<file path="src/rtl/ts40_pkg.sv">
package ts40_pkg;

    // Read-coherence state of the upper count field
    typedef enum logic [0:0] {
        SNAP_LIVE = 1'b0,
        SNAP_HELD = 1'b1
    } snap_state_e;

    // Kind of bus access decoded in one cycle
    typedef enum logic [1:0] {
        ACC_NONE  = 2'd0,
        ACC_LOW   = 2'd1,
        ACC_HIGH  = 2'd2,
        ACC_OTHER = 2'd3
    } acc_kind_e;

endpackage

</file>
<file path="src/rtl/ts40_decode.sv">
module ts40_decode
    import ts40_pkg::*;
#(
    parameter int          ADDR_W  = 8,
    parameter int          DATA_W  = 32,
    parameter int          EN_BIT  = 8,
    parameter logic [7:0]  LO_ADDR = 8'h60,
    parameter logic [7:0]  HI_ADDR = 8'h64
) (
    input  logic              rd_en,
    input  logic              wr_en,
    input  logic [ADDR_W-1:0] addr,
    input  logic [DATA_W-1:0] wdata,
    output acc_kind_e         rd_kind,
    output logic              en_wr,
    output logic              en_val
);

    localparam logic [ADDR_W-1:0] LO_A    = ADDR_W'(LO_ADDR);
    localparam logic [ADDR_W-1:0] HI_A    = ADDR_W'(HI_ADDR);
    localparam logic [DATA_W-1:0] EN_MASK = DATA_W'(1) << EN_BIT;

    always_comb begin
        if (!rd_en) begin
            rd_kind = ACC_NONE;
        end else if (addr == LO_A) begin
            rd_kind = ACC_LOW;
        end else if (addr == HI_A) begin
            rd_kind = ACC_HIGH;
        end else begin
            rd_kind = ACC_OTHER;
        end
    end

    // Only the enable position of the write data carries meaning
    assign en_wr  = wr_en && (addr == HI_A);
    assign en_val = |(wdata & EN_MASK);

endmodule

</file>
<file path="src/rtl/ts40_count_core.sv">
module ts40_count_core #(
    parameter int CNT_W = 40
) (
    input  logic             clk,
    input  logic             rst_n,
    input  logic             tick_en,
    input  logic             en_wr,
    input  logic             en_val,
    output logic [CNT_W-1:0] cnt,
    output logic             en
);

    localparam logic [CNT_W-1:0] STEP = CNT_W'(1);

    logic [CNT_W-1:0] cnt_q;
    logic             en_q;

    always_ff @(posedge clk) begin
        if (!rst_n) begin
            cnt_q <= '0;
            en_q  <= 1'b0;
        end else begin
            if (en_q && tick_en) begin
                cnt_q <= cnt_q + STEP;
            end
            if (en_wr) begin
                en_q <= en_val;
            end
        end
    end

    assign cnt = cnt_q;
    assign en  = en_q;

endmodule

</file>
<file path="src/rtl/ts40_snap_fsm.sv">
module ts40_snap_fsm
    import ts40_pkg::*;
#(
    parameter int HI_W = 8
) (
    input  logic            clk,
    input  logic            rst_n,
    input  acc_kind_e       rd_kind,
    input  logic [HI_W-1:0] hi_live,
    output snap_state_e     state,
    output logic [HI_W-1:0] snap,
    output logic [HI_W-1:0] hi_view
);

    snap_state_e     state_q;
    snap_state_e     state_d;
    logic [HI_W-1:0] snap_q;

    // State register and captured upper field
    always_ff @(posedge clk) begin
        if (!rst_n) begin
            state_q <= SNAP_LIVE;
            snap_q  <= '0;
        end else begin
            state_q <= state_d;
            if (rd_kind == ACC_LOW) begin
                snap_q <= hi_live;
            end
        end
    end

    // Transitions
    always_comb begin
        state_d = state_q;
        unique case (state_q)
            SNAP_LIVE: begin
                if (rd_kind == ACC_LOW) begin
                    state_d = SNAP_HELD;   // LIVE_TO_HELD
                end
            end
            SNAP_HELD: begin
                if (rd_kind == ACC_HIGH) begin
                    state_d = SNAP_LIVE;   // HELD_TO_LIVE
                end
            end
        endcase
    end

    // Outputs: which upper field a high read presents
    always_comb begin
        unique case (state_q)
            SNAP_LIVE: hi_view = hi_live;
            SNAP_HELD: hi_view = snap_q;
        endcase
    end

    assign state = state_q;
    assign snap  = snap_q;

endmodule

</file>
<file path="src/rtl/ts40_rdmux.sv">
module ts40_rdmux
    import ts40_pkg::*;
#(
    parameter int LO_W   = 32,
    parameter int HI_W   = 8,
    parameter int DATA_W = 32,
    parameter int EN_BIT = 8
) (
    input  logic              clk,
    input  logic              rst_n,
    input  acc_kind_e         rd_kind,
    input  logic [LO_W-1:0]   lo_live,
    input  logic [HI_W-1:0]   hi_view,
    input  logic              en,
    output logic [DATA_W-1:0] rdata
);

    logic [DATA_W-1:0] lo_word;
    logic [DATA_W-1:0] hi_word;
    logic [DATA_W-1:0] rdata_q;

    always_comb begin
        lo_word             = '0;
        lo_word[LO_W-1:0]   = lo_live;
        hi_word             = '0;
        hi_word[HI_W-1:0]   = hi_view;
        hi_word[EN_BIT]     = en;
    end

    always_ff @(posedge clk) begin
        if (!rst_n) begin
            rdata_q <= '0;
        end else begin
            unique case (rd_kind)
                ACC_NONE:  rdata_q <= rdata_q;
                ACC_LOW:   rdata_q <= lo_word;
                ACC_HIGH:  rdata_q <= hi_word;
                ACC_OTHER: rdata_q <= '0;
            endcase
        end
    end

    assign rdata = rdata_q;

endmodule

</file>
<file path="src/rtl/ts40_timestamp.sv">
module ts40_timestamp
    import ts40_pkg::*;
#(
    parameter int          CNT_W   = 40,
    parameter int          LO_W    = 32,
    parameter int          DATA_W  = 32,
    parameter int          ADDR_W  = 8,
    parameter int          EN_BIT  = 8,
    parameter logic [7:0]  LO_ADDR = 8'h60,
    parameter logic [7:0]  HI_ADDR = 8'h64
) (
    input  logic              clk,
    input  logic              rst_n,
    input  logic              tick_en,
    input  logic              rd_en,
    input  logic              wr_en,
    input  logic [ADDR_W-1:0] addr,
    input  logic [DATA_W-1:0] wdata,
    output logic [DATA_W-1:0] rdata
);

    localparam int HI_W = CNT_W - LO_W;

    acc_kind_e        rd_kind;
    logic             en_wr;
    logic             en_val;
    logic [CNT_W-1:0] cnt_w;
    logic             en_w;
    snap_state_e      state_w;
    logic [HI_W-1:0]  snap_w;
    logic [HI_W-1:0]  hi_view;

    ts40_decode #(
        .ADDR_W (ADDR_W),
        .DATA_W (DATA_W),
        .EN_BIT (EN_BIT),
        .LO_ADDR(LO_ADDR),
        .HI_ADDR(HI_ADDR)
    ) u_decode (
        .rd_en  (rd_en),
        .wr_en  (wr_en),
        .addr   (addr),
        .wdata  (wdata),
        .rd_kind(rd_kind),
        .en_wr  (en_wr),
        .en_val (en_val)
    );

    ts40_count_core #(
        .CNT_W(CNT_W)
    ) u_core (
        .clk    (clk),
        .rst_n  (rst_n),
        .tick_en(tick_en),
        .en_wr  (en_wr),
        .en_val (en_val),
        .cnt    (cnt_w),
        .en     (en_w)
    );

    ts40_snap_fsm #(
        .HI_W(HI_W)
    ) u_snap (
        .clk    (clk),
        .rst_n  (rst_n),
        .rd_kind(rd_kind),
        .hi_live(cnt_w[CNT_W-1:LO_W]),
        .state  (state_w),
        .snap   (snap_w),
        .hi_view(hi_view)
    );

    ts40_rdmux #(
        .LO_W  (LO_W),
        .HI_W  (HI_W),
        .DATA_W(DATA_W),
        .EN_BIT(EN_BIT)
    ) u_rdmux (
        .clk    (clk),
        .rst_n  (rst_n),
        .rd_kind(rd_kind),
        .lo_live(cnt_w[LO_W-1:0]),
        .hi_view(hi_view),
        .en     (en_w),
        .rdata  (rdata)
    );

endmodule

</file>
<file path="config.mk">
export PLATFORM = sky130hd
export DESIGN_NAME = ts40_timestamp
export DESIGN_NICKNAME = d
export VERILOG_FILES = /design/src/rtl/ts40_pkg.sv /design/src/rtl/ts40_decode.sv /design/src/rtl/ts40_count_core.sv /design/src/rtl/ts40_snap_fsm.sv /design/src/rtl/ts40_rdmux.sv /design/src/rtl/ts40_timestamp.sv
export SDC_FILE = /design/constraint.sdc
export NUM_CORES = 1
export LEC_CHECK = 0
export BUFFER_PORTS_ARGS = -buffer_cell sky130_fd_sc_hd__buf_4
export CORE_MARGIN = 3
export CORE_UTILIZATION = 48
export DETAILED_ROUTE_END_ITERATION = 7
export PLACE_DENSITY = 0.75
export SETUP_SLACK_MARGIN = 0.05
export SLEW_MARGIN = 10
export SYNTH_ARGS = -nofsm -noshare
export SYNTH_HDL_FRONTEND = slang
export SYNTH_SLANG_ARGS = --single-unit
export TNS_END_PERCENT = 50
</file>
<file path="constraint.sdc">
create_clock -name clk -period 1.91 [get_ports clk]
set_input_delay 0.382 -clock clk [delete_from_list [all_inputs] [get_ports clk]]
set_output_delay 0.382 -clock clk [all_outputs]
set_load 0.03 [all_outputs]
</file>
=== Word level (Yosys, flattened, before mapping) ===
Cells that the tools add are included.

* Add/sub/neg operators: 1
* Bitwise operators: 1
* Mux-type cells: 8
* Equality and inequality tests: 5
* Reductions and logical operators: 3

{| class="wikitable"
|+ Operators with widths
! cell !! count
|-
| 32-bit case mux with 3 select lines || 1
|-
| 40-bit by 1-bit adder with 40-bit output (second input constant) || 1
|-
| 8-bit by 7-bit equality test with 1-bit output (second input constant) || 2
|-
| 8-bit case mux with 2 select lines || 1
|-
| 2-bit equality test (second input constant) || 2
|-
| 2-bit two-way mux || 2
|-
| 1-bit two-way mux || 3
|-
| 2-bit by 1-bit equality test with 1-bit output (second input constant) || 1
|-
| 1-bit logical AND || 2
|-
| 2-bit logical NOT || 1
|-
| 1-bit case mux with 2 select lines || 1
|-
| 1-bit inverter || 1
|}

* Output and inout port bits: 32
* Bits of input ports: 45
* Bits in registers: 82
* Logic and storage cells: 23

=== Depth between registers and ports, before layout ===
* Word-level depth: 7
* Depth in mapped cells: 7
* Mapped depth without buffers: 6

=== Modules after synthesis ===
A second synthesis with hierarchy kept.

* Cells, all modules: 418
* Area total of the unflattened synthesis: 3871.2 um^2

{| class="wikitable"
|+ Modules (own cells, without submodules)
! module !! times used !! cells each !! sequential area each (um^2) !! area an instance (um^2)
|-
| ts40_count_core || 1 || 235 || 820.8 || 1981.9
|-
| ts40_rdmux || 1 || 124 || 640.6 || 1330.0
|-
| ts40_snap_fsm || 1 || 49 || 180.2 || 494.2
|-
| ts40_decode || 1 || 10 || 0.0 || 65.1
|}

=== Worst setup path after synthesis ===
Ideal clock, no wire load.

* Path type: input -> register
* Start: input tick_en
* End: register u_core.cnt_q[39], in the netlist u_core.cnt[39]
* Arrival: 1922 ps
* Buffers on the path: 1
* Path slack: -82 ps
* Stages: 6
* Data required time: 1840 ps
* Cells stage by stage: nand2_1 -> or4_1 -> buf_2 -> or2_0 -> or4_1 -> a21oi_1

* Cells in the longest elaborated chain, start to end: 1

{| class="wikitable"
|+ RTL lines
! element !! RTL line !! text
|-
| from (decl) || ts40_timestamp.sv:14 || <nowiki>input logic tick_en,</nowiki>
|-
| 1-bit logical AND || ts40_count_core.sv:23 || <nowiki>if (en_q && tick_en) begin</nowiki>
|-
| to (signal assigned) || ts40_count_core.sv:24 || <nowiki>cnt_q <= cnt_q + STEP;</nowiki>
|-
| to (decl) || ts40_count_core.sv:15 || <nowiki>logic [CNT_W-1:0] cnt_q;</nowiki>
|}

Every way passes these cells.
A chain may end at the register's enable or synchronous reset.

=== Worst setup path in the final report ===
* Start: register u_core.cnt_q[6], in the netlist u_core.cnt[6]
* End: register u_core.cnt_q[39], in the netlist u_core.cnt[39]

* Cells in the longest elaborated chain, start to end: 1

{| class="wikitable"
|+ RTL lines
! element !! RTL line
|-
| 40-bit by 1-bit adder with 40-bit output || ts40_count_core.sv:24
|}

Every way passes these cells.

==> flow_summary.toml <==
[run_status]
status = "finished clean"

[routing]
detail_route.iter0.violations = 150
first_pass_iters = 4
drc = 0
ant_nets = 0
wl_um = 7863
routed_via_density = 5.321
vias = 3001
wl_per_cell_um = 13.94

[power_and_ir_drop]
total_leakage_power_nw = 1.654
worst_ir_drop_vdd_uv = 460.5
p_per_area_mw_per_mm2 = 682.1

[global_route]
overflow = 0
met1_usage = 0.2487
busiest_layer = "met2"
grt_pass1_wl_um = 13070
antenna_found_initial = 0
globalRouteMet3Util = 0.04391
met2_usage = 0.3090
grt_use_total = 0.1914
grt_pass1_vias = 2843
grt_max_degree = 54

[placement]
gp_congestion = 0.8194
post-dp-hpwl_um = 5415
portBuffers = 45
placed_area_sq_mm = 0.004114
dp_slack_ns = -0.01823

[finish]
fin_area_sq_mm = 0.004409
regArea_sq_mm = 0.001657
nFillCells = 600
diodes = 0
area_delta_synth_final_pct = 26.81
fin_nets = 510
drive_gt1_frac = 0.2650
multiInputGateArea_sq_mm = 0.001831

[synthesis]
syn_area_sq_mm = 0.003477
synth_top_cell_by_area = "dfxtp_1"
ys_seq_area_frac = 0.4721
synth_area_leaders = "dfxtp_1 (47%), nor2_1 (8.4%), mux2i_1 (4.9%)"
synthMostInstantiatedCell = "dfxtp_1"
synth_seq_cells = 82
yosysTopAreaCellShare = 0.4721
yosysUniqueCellTypes = 32
syn_area_per_cell_sq_um = 8.714
ys_async_sr_fraction = 0
mappedNetlistNets = 445
ys_warn_count = 0
netlist_top_cells_count = "dfxtp_1 (82), nor2_1 (78), a21oi_1 (31)"
synth_edf_count = 0
synthFlopType = "dfxtp_1"
syn_inst = 399

[timing]
timing.final.hold_violations = 0
post-route-min-period_ns = 1.858
fmax_ghz = 0.5383
finalCritPeriodShare = 0.9726
worst_slack_ns = 0.05231
fin_skew_ns = 0.007601
slew_viol_final = 0
setup_violations = 0
worstMarginPinSlew_ns = 0.5263
rsz0062_at_grt = "true"
slew_headroom = 0.6492

[cts]
htree_levels = 3
worstSkewPairLatency_ns = 0.35
clock_sinks = 82
clk_pin_slew_ns = 0.08
cts_buffers = 9
cts_root_buf = "clkbuf_8"
clk_path_buf_depth = 2
tritoncts = "yes"

[floorplanning]
pin_count = 77
initial_core_util = 0.5034
die_w_um = 91.11
dieArea_sq_mm = 0.008301
row_count = 30
core_area_sq_mm = 0.006907
die_h_um = 91.11

[min_path]
holdPathStages = 3
whs_endpoint = "u_core.en"
hold_path_startpoint = "wdata[8]"
hold_path_class = "primary input to flip-flop"

[critical_path]
reg2reg_depth = 5
critPathArrivalTime_ns = 2.14
reg2reg_to = "u_core.cnt[39]"
crit_path_end_kind = "flip-flop"
crit_chain = "nand4_2 -> or4_4 -> or2_0 -> or4_1 -> a21oi_1"
cp_slowest_cell = "or4_4"
r2r-start = "u_core.cnt[6]"
cpPeakStageDelay_ns = 0.54
start_kind = "flip-flop"
required_ns = 2.19
critPathMaxFanout = 4
critPathKind = "flip-flop to flip-flop"
reg2reg_slack_ns = 0.05

[flow_run]
max_cap_violations = 0
[registers in the layout, indices dropped and copies added, names as in the netlist]
name and cells:
u_snap.state 1, u_snap.snap 8, u_rdmux.rdata 32, u_core.cnt 40
u_core.en 1
[cell families after synthesis]
group	count (synthesis)	synth area share
AO/OA/AOI/OAI	44	0.07629
XOR/XNOR	34	0.08564
adder cells (fa/ha/maj)	1	0.003598
buffers and inverters	27	0.02987
flip-flops	82	0.4721
multiplexers	18	0.05218
AND/OR/NAND/NOR	193	0.2803
[cell type report]
cell class,instances,share of cell area
clock buffers,10,0.03121
clock inverters,5,0.01249
inverters,3,0.002554
multi-input cells,290,0.4152
flip-flops and latches,82,0.3757
well taps,96,0.02724
repair buffers,78,0.1356
[what timing repair did]
item,CTS,global route
gates resized for setup,3,14
hold buffers,0,0
gates cloned,0,0
setup buffers,0,1
pin swaps,1,3
endpoints found under the setup margin,7,14
[worst max-delay path by stage]
| stage | end | slack (ns) | startpoint |
|---|---|---|---|
| final | u_core.cnt[39] | 0.05 | u_core.cnt[6] |
| after global routing | u_core.cnt[39] | -0.02 | u_core.cnt[6] |
| after CTS | u_core.cnt[39] | 0.05 | u_core.cnt[6] |
| after detailed placement | u_core.cnt[25] | -0.02 | u_core.cnt[7] |
| after global placement | u_core.cnt[39] | 0.02 | u_core.cnt[7] |
| after floorplan | u_core.cnt[39] | 0.03 | u_core.cnt[7] |
[layout by cell type, fill, tap and decap left out, drive strengths merged]
master	instances
clkbuf	10
ha	1
nand2b	1
inv	3
buf	78
nand2	16
xor2	16
o31ai	2
mux2i	17
or3	4
and3b	1
clkinv	2
and3	6
nor3	10
nor4	7
a21oi	31
dfxtp	82
bufinv	1
or4	3
or2	3
and2	4
nand4	21
nand3	10
a221o	8
and4	5
o21ai	3
nor2b	23
xnor2	18
nor4b	1
nor2	78
clkinvlp	2
mux2	1
[metal layers]
metal / routed length, um / vias up
met3: 347 / 13
met1: 3748 / 1424
met5: 0 / -
li1: - / 1503
met4: 115 / 0
met2: 3652 / 61
[worst max-delay path, delay by kind of cell (launching register included)]
kind,cells,cell delay (ns)
flip-flops,1,0.34
AND/OR/NAND/NOR,4,1.32
AO/OA/AOI/OAI,1,0.13
[power breakdown]
group | internal [W] | switching (W)
Clock | 0.000628 | 0.000606
Combinational | 0.0000228 | 0.0000434
Sequential | 0.00171 | 0.000000227
[through the flow]
step                hold slack (ns)  std cells  total power, W  setup TNS [ns]  utilization
detailed placement           0.4807        548        0.001815        -0.03309       0.5957
global placement             0.4619        548        0.001815               0       0.5957
global route                 0.2901        564        0.003103        -0.02203       0.6384
CTS                          0.2574        563        0.003028               0       0.6250
floorplan                    0.4599        399        0.001782               0            -
finish                       0.2699        564        0.003008               0       0.6384
Power figures use the tool's default switching activity.
